--- src/rtl/bcu_pkg.sv ---
package bcu_pkg;
  localparam int ADDR_W  = 16;
  localparam int SHORT_W = 8;
  localparam int LOOP_W  = 9;
  localparam int BYTE_W  = 8;

  typedef enum logic [3:0] {
    C_ALWAYS = 4'd0,  C_NEVER = 4'd1,  C_HI = 4'd2,  C_LS = 4'd3,
    C_CCLR   = 4'd4,  C_CSET  = 4'd5,  C_NE = 4'd6,  C_EQ = 4'd7,
    C_VCLR   = 4'd8,  C_VSET  = 4'd9,  C_PL = 4'd10, C_MI = 4'd11,
    C_GE     = 4'd12, C_LT    = 4'd13, C_GT = 4'd14, C_LE = 4'd15
  } cond_e;

  typedef enum logic [1:0] {
    L_TEST = 2'd0, L_DEC = 2'd1, L_INC = 2'd2, L_TEST2 = 2'd3
  } loop_e;

  typedef enum logic [1:0] {
    D_SHORT = 2'd0, D_LONG = 2'd1, D_LOOP = 2'd2
  } dsel_e;
endpackage

--- src/rtl/bcu_cond_eval.sv ---
module bcu_cond_eval
  import bcu_pkg::*;
(
  input  logic [3:0] cond,
  input  logic [3:0] nzvc,
  output logic       hit
);
  logic f_n, f_z, f_v, f_c, sgn_lt, uns_ls;

  assign f_n    = nzvc[3];
  assign f_z    = nzvc[2];
  assign f_v    = nzvc[1];
  assign f_c    = nzvc[0];
  assign sgn_lt = f_n ^ f_v;
  assign uns_ls = f_c | f_z;

  // Odd codes are the complement of the preceding even code.
  function automatic logic base_test(input logic [2:0] grp, input logic z,
                                     input logic c, input logic n, input logic v,
                                     input logic lt, input logic ls);
    case (grp)
      3'd0:    base_test = 1'b1;
      3'd1:    base_test = ~ls;
      3'd2:    base_test = ~c;
      3'd3:    base_test = ~z;
      3'd4:    base_test = ~v;
      3'd5:    base_test = ~n;
      3'd6:    base_test = ~lt;
      default: base_test = ~(z | lt);
    endcase
  endfunction

  assign hit = base_test(cond[3:1], f_z, f_c, f_n, f_v, sgn_lt, uns_ls) ^ cond[0];
endmodule

--- src/rtl/bcu_loop_eval.sv ---
module bcu_loop_eval
  import bcu_pkg::*;
#(
  parameter int CNT_W = ADDR_W,
  parameter int LOW_W = BYTE_W
) (
  input  logic [1:0]       op,
  input  logic             byte_mode,
  input  logic             on_zero,
  input  logic [CNT_W-1:0] cnt_in,
  output logic [CNT_W-1:0] cnt_next,
  output logic             res_zero,
  output logic             hit,
  output logic             we
);
  localparam int HI_W = CNT_W - LOW_W;

  function automatic logic [CNT_W-1:0] step(input logic [CNT_W-1:0] v,
                                            input logic [1:0] o);
    case (o)
      L_DEC:   step = v - 1'b1;
      L_INC:   step = v + 1'b1;
      default: step = v;
    endcase
  endfunction

  logic [CNT_W-1:0] wide_res;
  logic [LOW_W-1:0] narrow_res;
  logic [LOW_W-1:0] narrow_step_in;

  assign narrow_step_in = cnt_in[LOW_W-1:0];
  assign wide_res       = step(cnt_in, op);
  assign narrow_res     = wide_res[LOW_W-1:0];

  assign cnt_next = byte_mode ? {cnt_in[CNT_W-1:LOW_W], narrow_res} : wide_res;
  assign res_zero = byte_mode ? (narrow_res == '0) : (wide_res == '0);
  assign hit      = on_zero ? res_zero : ~res_zero;
  assign we       = (op == L_DEC) || (op == L_INC);

  logic [HI_W-1:0] hi_unused;
  assign hi_unused = '0;
  logic unused_ok;
  assign unused_ok = &{1'b0, narrow_step_in, hi_unused};
endmodule

--- src/rtl/bcu_target_gen.sv ---
module bcu_target_gen
  import bcu_pkg::*;
#(
  parameter int AW = ADDR_W,
  parameter int SW = SHORT_W,
  parameter int LW = LOOP_W
) (
  input  logic [AW-1:0] next_pc,
  input  logic [AW-1:0] disp,
  input  logic [1:0]    dsel,
  output logic [AW-1:0] target
);
  localparam int SH_SHORT = AW - SW;
  localparam int SH_LOOP  = AW - LW;

  function automatic logic [AW-1:0] sext_from(input logic [AW-1:0] d, input int sh);
    logic signed [AW-1:0] t;
    t = $signed(d << sh);
    sext_from = AW'(t >>> sh);
  endfunction

  logic [AW-1:0] off;
  always_comb begin
    case (dsel)
      D_SHORT: off = sext_from(disp, SH_SHORT);
      D_LOOP:  off = sext_from(disp, SH_LOOP);
      default: off = disp;
    endcase
  end

  assign target = next_pc + off;
endmodule

--- src/rtl/bcu_branch_unit.sv ---
module bcu_branch_unit
  import bcu_pkg::*;
(
  input  logic        clk,
  input  logic        rst_n,
  input  logic        in_valid,
  input  logic        in_loop,
  input  logic [3:0]  cond_sel,
  input  logic [3:0]  flags_nzvc,
  input  logic        long_disp,
  input  logic [15:0] next_pc,
  input  logic [15:0] disp,
  input  logic [1:0]  loop_op,
  input  logic        loop_on_zero,
  input  logic        cnt_byte,
  input  logic [15:0] cnt_in,
  output logic        out_valid,
  output logic        taken,
  output logic [15:0] target,
  output logic [15:0] cnt_out,
  output logic        cnt_we
);
  logic             flag_hit, loop_hit, loop_we, loop_zero;
  logic [ADDR_W-1:0] loop_cnt, tgt_c;
  logic [1:0]        dsel;

  bcu_cond_eval u_cond (
    .cond (cond_sel),
    .nzvc (flags_nzvc),
    .hit  (flag_hit)
  );

  bcu_loop_eval #(.CNT_W(ADDR_W), .LOW_W(BYTE_W)) u_loop (
    .op        (loop_op),
    .byte_mode (cnt_byte),
    .on_zero   (loop_on_zero),
    .cnt_in    (cnt_in),
    .cnt_next  (loop_cnt),
    .res_zero  (loop_zero),
    .hit       (loop_hit),
    .we        (loop_we)
  );

  assign dsel = in_loop ? D_LOOP : (long_disp ? D_LONG : D_SHORT);

  bcu_target_gen #(.AW(ADDR_W), .SW(SHORT_W), .LW(LOOP_W)) u_tgt (
    .next_pc (next_pc),
    .disp    (disp),
    .dsel    (dsel),
    .target  (tgt_c)
  );

  logic take_c, we_c;
  logic [ADDR_W-1:0] cnt_c;
  assign take_c = in_loop ? loop_hit : flag_hit;
  assign we_c   = in_loop & loop_we;
  assign cnt_c  = in_loop ? loop_cnt : cnt_in;

  logic unused_z;
  assign unused_z = loop_zero;

  always_ff @(posedge clk) begin
    if (!rst_n) begin
      out_valid <= 1'b0;
      taken     <= 1'b0;
      cnt_we    <= 1'b0;
      target    <= '0;
      cnt_out   <= '0;
    end else begin
      out_valid <= in_valid;
      taken     <= in_valid & take_c;
      cnt_we    <= in_valid & we_c;
      if (in_valid) begin
        target  <= tgt_c;
        cnt_out <= cnt_c;
      end
    end
  end
endmodule

--- config.mk ---
export PLATFORM = sky130hd
export DESIGN_NAME = bcu_branch_unit
export DESIGN_NICKNAME = d
export VERILOG_FILES = /design/src/rtl/bcu_pkg.sv /design/src/rtl/bcu_cond_eval.sv /design/src/rtl/bcu_loop_eval.sv /design/src/rtl/bcu_target_gen.sv /design/src/rtl/bcu_branch_unit.sv
export SDC_FILE = /design/constraint.sdc
export NUM_CORES = 1
export LEC_CHECK = 0
export BUFFER_PORTS_ARGS = -buffer_cell sky130_fd_sc_hd__buf_2
export CORE_MARGIN = 8
export CORE_UTILIZATION = 40
export CTS_BUF_LIST = sky130_fd_sc_hd__clkbuf_4 sky130_fd_sc_hd__clkbuf_8 sky130_fd_sc_hd__clkbuf_16
export DETAILED_ROUTE_END_ITERATION = 7
export GPL_TIMING_DRIVEN = 0
export PLACE_DENSITY = 0.67
export SLEW_MARGIN = 20
export SYNTH_ARGS = -nofsm -noshare
export SYNTH_HDL_FRONTEND = slang
export SYNTH_SLANG_ARGS = --single-unit
--- constraint.sdc ---
create_clock -name clk -period 3.3 [get_ports clk]
set_input_delay 0.33 -clock clk [delete_from_list [all_inputs] [get_ports clk]]
set_output_delay 0.33 -clock clk [all_outputs]
set_load 0.01 [all_outputs]
==> results of run 1 <==
per-stage QoR:
step	instance area (sq um)	hold slack [ns]	setup TNS [ns]
after global routing	3980	0.321	0
after floorplan	3210	0.486	0
final	3980	0.317	0
after global placement	3820	0.467	-1.31
after detailed placement	3820	0.469	-1.48
after CTS	3950	0.310	0
power by group through the flow:
stage                     Clock [W]  Combinational (W)  Sequential (W)
after floorplan                   0           0.000410        0.000510
after global placement            0           0.000594        0.000493
after detailed placement          0           0.000605        0.000493
after CTS                  0.000334           0.000616        0.000484
after global routing       0.000346           0.000699        0.000489
final                      0.000326           0.000626        0.000484
cell type report:
cell class | count | area [sq um] | area share, %
Multi-Input combinational cell | 337 | 2390 | 59.9
Sequential cell | 35 | 701 | 17.6
Timing Repair Buffer | 99 | 515 | 12.9
Tap cell | 102 | 128 | 3.20
Buffer | 14 | 106 | 2.67
Clock buffer | 6 | 82.6 | 2.07
Inverter | 15 | 60.1 | 1.51
Clock inverter | 1 | 5.00 | 0.126
state kept, by name, summed over array words and instances (netlist names):
signal / flops
target: 16
out_valid: 1
cnt_out: 16
cnt_we: 1
taken: 1
cell usage in the layout, fill, tap and decap left out, types with 5 or more instances in the layout:
cell,n
nand2_1,36
nor3_1,5
mux2i_1,17
clkbuf_1,7
buf_2,96
dfxtp_1,35
or3_1,5
a211oi_1,10
o21a_1,5
inv_1,13
o21ai_0,14
a21o_1,8
nor2_1,53
a21oi_1,39
o211ai_1,6
nand3_1,8
xnor2_1,13
ha_1,31
clkbuf_8,11
xor2_1,12
o21ai_1,9
nor2b_1,7
final timing paths:
check                                 end                    start  depth (start not counted)  slack [ns]
setup / recovery         taken$_SDFF_PN0_               loop_op[0]                         15        0.17
hold / removal    target[12]$_SDFFE_PN0P_                    rst_n                          2        0.32
setup reg to reg  target[14]$_SDFFE_PN0P_  target[14]$_SDFFE_PN0P_                          1        2.57
hold reg to reg   target[11]$_SDFFE_PN0P_  target[11]$_SDFFE_PN0P_                          2        0.47
routing by layer:
metal | GRT usage (%) | part of all wire [%]
met1 | 20.9 | 45
met2 | 28.0 | 47
met3 | 4.20 | 7.2
met4 | 4.02 | 1.2
met5 | 0 | 0
timing repair:
action                     4_1_cts  5_1_grt
gates cloned                     0        0
setup endpoints to repair        1        1
pin swaps                        0        0
setup buffers                    3        0
gates resized for setup          3        7
cell families (layout without fill, tap and decap cells):
family / after synthesis / after routing / synth area share (%)
and+or+nand+nor: 133 / 133 / 19.0
xor gates and xnor gates: 27 / 27 / 7.83
adders and majority gates: 34 / 34 / 13.7
buffers and inverters: 29 / 135 / 5.06
AOI/OAI and AO/OA: 123 / 123 / 26.3
muxes: 20 / 20 / 6.35
DFF: 35 / 35 / 21.8
==> summary.txt, run 1 <==
Status
  – Status: completed

Worst setup path
  – WP data arrival: approximately 3.3 ns
  – Crit. End Element: flop
  – Critical Path RT: roughly 3.5 ns
  – Crit Path Class: in2reg
  – CP Buf/Inv Count: 4
  – Slowest-stage cell, CP: a2111o_1
  – Max Fanout on Critical Path: 10
  – Startpoint types: primary input
  – CP delay by family, top: compound AO/OA/AOI/OAI gates
  – Cell chain of the critical path: buf_2, inv_1, ha_4, clkinvlp_4, buf_12, ha_1, a21o_1, nor3_2, a21oi_4, a311oi_1, nor2_1, a2111o_1, o41ai_4, a311o_1, o311ai_1
  – Critical path's largest stage delay: about 0.47 ns

Routing
  – Vias per cell: roughly 5.4
  – WL/cell: 15.4 microns
  – Via count: around 3300
  – Drt first pass iters: 4
  – DR DRC count: 0
  – Detailed Route WL: roughly 9400 microns
  – DRT antenna net count: 0
  – First DRT Iteration DRCs: 96

Floorplanning
  – Boundary Pins: 100
  – Chip Height: around 110 microns
  – Die width: approximately 110 microns
  – Die area: 0.0112 sq mm
  – Core footprint: a little under 0.008 sq mm
  – Starting Density: slightly above 40%
  – Site row count: 32

Logic synthesis
  – Ys async rst share: 0%
  – Post-synth net total: 500
  – Synth area leader: dfxtp_1
  – Synth cell types: 62
  – Top cell type's share of synthesized area: a little over a fifth
  – Post-synthesis cell count: between 400 and 500
  – Post-synth EDFFs: 0
  – Post-Syn Area: roughly 0.0032 sq mm
  – Register area share after synthesis: 21.8%
  – Synth warnings: 0
  – Synth Register Bits: 35
  – Mean post-synth cell area: roughly 8.0 sq um
  – Area contributors post-synth: dfxtp_1 (22%), ha_1 (12%), nor2_1 (6.2%)
  – Count leader, synth: nor2_1
  – Synth cell count leaders: nor2_1 (53), a21oi_1 (39), nand2_1 (36)
  – Primary FF master, synth: dfxtp_1

Placed design
  – GPL Wtd Cong: between 0.8 and 0.9
  – Dpl ws: -0.576 ns
  – Port Buffers: 96
  – DP Wirelength: ~7600 microns
  – Post-placement cell count: ~600

CTS
  – CTS Buffer Depth: 2
  – Clock Sinks: 35
  – Root Buffer: clkbuf_8
  – Clock slew at the register clock pins of the worst setup and hold paths: about 0.070 ns
  – CTS tree: done
  – Post-CTS Hold Buffers: 0
  – H-tree levels: 2
  – Clk Latency, worst-skew pair: 0.29 ns
  – CTS Buf Count: 5

Power
  – Share of power burned in registers: 33.7%
  – Comb pwr share: a little over two fifths
  – VDD IR max: roughly 0.23 mV
  – NetSw: about 0.00053 W
  – Tot Pwr: ~0.0014 W
  – Clock power share: between 20% and 30%
  – Net Sw Frac: between 30% and 40%
  – P_int: 0.000905 W
  – Leakage: around 1.9 nW
  – Power per cell area: ~360 mW/mm^2

Timing
  – Max Fclk: ~0.32 GHz
  – Fin crit share: a little over nine tenths
  – Max-slew violation count: 0
  – Max Clock Skew: 0 ns
  – Fin crit period: approximately 3.1 ns
  – Worst Tran Pin Value: approximately 0.81 ns
  – RSZ-0062 raised after global routing: no
  – Final setup fails: 0
  – Setup ws final: approximately 0.17 ns
  – Slew Limit Headroom: a little under half
  – Final Hold Fails: 0

Worst hold path
  – HP Class: in2reg

Global route
  – Overflow after GRT: 0
  – GRT Overall Usage: between 10% and 20%
  – Vias in the first global route: around 3300
  – Initial antenna violation count: 0
  – First-pass GRT wire length: roughly 16000 microns
  – Largest net degree at the start of global routing: 11

Cells and area
  – Fin util: between 50% and 60%
  – FILL cells: a little over 800
  – Final std cells w/o fill: 609
  – Layout cells sized above 1: a little over a quarter
  – Nets: about 600
  – Area Overhead vs Synth: 24.0%
  – Antenna diodes: 0

Flow run
  – Max_cap viols: 0
No activity file was read; power rests on OpenSTA's default activity.
==> run 2, diff against run 1 <==
--- a/config.mk
+++ b/config.mk
@@ -10,6 +10,7 @@
 export CORE_UTILIZATION = 40
 export CTS_BUF_LIST = sky130_fd_sc_hd__clkbuf_4 sky130_fd_sc_hd__clkbuf_8 sky130_fd_sc_hd__clkbuf_16
 export DETAILED_ROUTE_END_ITERATION = 7
+export GPL_ROUTABILITY_DRIVEN = 0
 export GPL_TIMING_DRIVEN = 0
 export PLACE_DENSITY = 0.67
 export SLEW_MARGIN = 20
==> constraint.sdc (replaced) <==
create_clock -name clk -period 3.3 [get_ports clk]
set_input_delay 0 -clock clk [delete_from_list [all_inputs] [get_ports clk]]
set_output_delay 0 -clock clk [all_outputs]
set_load 0.01 [all_outputs]
==> summary.txt, run 2 (synthesis gave the netlist of run 1 again) <==
Worst setup path
  – Reg2reg path depth: 1
  – Cell chain of the critical path: buf_2, inv_1, ha_1, clkinvlp_4, ha_1, a211o_1, a2111o_1, nand3_1, nor2b_1, a31oi_1, xnor2_1, o31ai_1, a311o_1, o311ai_1
  – Critical path depth: 14
  – WP data arrival: roughly 3.2 ns
  – Startpoint types: primary input
  – Critical path's largest stage delay: between 0.4 and 0.5 ns
  – Crit Path Class: in2reg
  – CP Buf/Inv Count: 3
  – CP delay by family, top: compound AO/OA/AOI/OAI gates
  – Crit. End Element: flop
  – Slowest-stage cell, CP: a2111o_1
  – Max Fanout on Critical Path: 5
  – Critical Path RT: between 3 and 4 ns
  – Most frequent cell on the critical path: ha_1

Routing
  – First DRT Iteration DRCs: a little over 100
  – WL/cell: about 15 microns
  – Drt first pass iters: 4
  – Via count: 3280
  – DRT antenna net count: 0
  – Detailed Route WL: just over 9000 microns
  – DR DRC count: 0
  – Vias per cell: roughly 5.4

Cells and area
  – Fin util: roughly half
  – Layout cells sized above 1: 25.6%
  – Commonest non-fill, non-tap cells in the layout: buf_2 (96), nor2_1 (53), a21oi_1 (39), nand2_1 (36), dfxtp_1 (35)
  – Leading cell type in the layout, fill and taps excluded: buf_2
  – Antenna diodes: 0
  – Nets: 606
  – Design area: a little under 0.004 sq mm
  – Area Overhead vs Synth: 22.6%
  – Biggest regs: cnt_out (16), target (16)

CTS
  – H-tree levels: 2
  – CTS Buffer Depth: 2
  – Clock Sinks: 35
  – CTS Buf Count: 5
  – CTS tree: done
  – Root Buffer: clkbuf_8
  – Clock slew at the register clock pins of the worst setup and hold paths: ~0.080 ns
  – Clk Latency, worst-skew pair: ~0.28 ns

Placed design
  – Port Buffers: between 90 and 100
  – DP Wirelength: ~7600 microns
  – Post-DP Area: approximately 0.0038 sq mm

Timing
  – Max Clock Skew: 0 ns
  – Worst Tran Pin Value: ~0.78 ns
  – RSZ-0062 raised after global routing: no
  – Fin crit share: 93.4%
  – Final Hold Fails: 0
  – Slew Limit Headroom: 48.3%
  – Final setup fails: 0
  – Fin crit period: between 3 and 4 ns
  – Max-slew violation count: 0
  – Max Fclk: approximately 0.32 GHz

Global route
  – GRT Overall Usage: ~16%
  – Overflow after GRT: 0
  – Initial antenna violation count: 0
  – First-pass GRT wire length: between 15000 and 20000 microns
  – Vias in the first global route: between 3000 and 4000
  – Largest net degree at the start of global routing: 18

Floorplanning
  – Starting Density: between 40 and 50%
  – Core footprint: approximately 0.0078 sq mm
  – Chip Height: 106 microns
  – Die width: roughly 110 microns
  – Site row count: 32
  – Die area: between 0.01 and 0.015 sq mm
  – Boundary Pins: 100

Flow run
  – Max_cap viols: 0

Power
  – Power per cell area: approximately 360 mW/mm^2
  – Leakage: approximately 1.9 nW
  – VDD IR max: ~0.22 mV

Status
  – Status: completed

Worst hold path
  – Hold path depth: 3
  – HP Class: in2reg
run 2: layout make-up:
cell class / count / area (sq um)
buffer: 14 / 106
clock buffer: 6 / 82.6
clock inverter: 1 / 5.00
fill: 816 / 3830
inverter: 15 / 60.1
multi-input combinational: 337 / 2350
sequential: 35 / 701
tap: 102 / 128
timing repair buffer: 99 / 505
run 2: report_power, final:
part	internal, W	leakage, nW	switching [W]
logic	0.000271	1.52	0.000339
registers	0.000463	0.290	0.0000210
clock network	0.000164	0.0470	0.000159
total	0.000898	1.85	0.000519
run 2: path summary, 6_finish.rpt:
kind                                start                       end  slack, ns
setup / recovery               loop_op[0]          taken$_SDFF_PN0_       0.22
hold / removal                 cnt_in[15]  cnt_out[15]$_SDFFE_PN0P_       0.05
setup reg to reg  target[14]$_SDFFE_PN0P_   target[14]$_SDFFE_PN0P_       2.57
hold reg to reg   target[11]$_SDFFE_PN0P_   target[11]$_SDFFE_PN0P_       0.47
run 2: timing repair:
item                                   CTS  global route
hold buffers                             1             0
setup endpoints to repair                0             1
endpoints found under the hold margin    1             0
setup buffers                            0             2
resized for setup                        0             1
run 2: per-layer routing:
metal | track usage [%] | up-vias | share of wire, %
li1 | - | 1668 | -
met1 | 20.9 | 1498 | 45
met2 | 27.2 | 101 | 46
met3 | 4.20 | 13 | 7.7
met4 | 4.02 | 0 | 1.4
met5 | 0 | - | 0
run 2: through the flow:
step | std cells | hold slack, ns | power (W) | TNS, ns | worst slack, ns
6_report | 609 | 0.0540 | 0.00142 | 0 | 0.218
3_5_place_dp | 599 | 0.282 | 0.00110 | -0.246 | -0.246
4_1_cts | 607 | 0.0496 | 0.00143 | 0 | 0.0619
3_3_place_gp | 599 | 0.279 | 0.00109 | -0.236 | -0.236
2_1_floorplan | 401 | 0.195 | 0.000920 | 0 | 0.470
5_1_grt | 609 | 0.0612 | 0.00152 | 0 | 0.0254
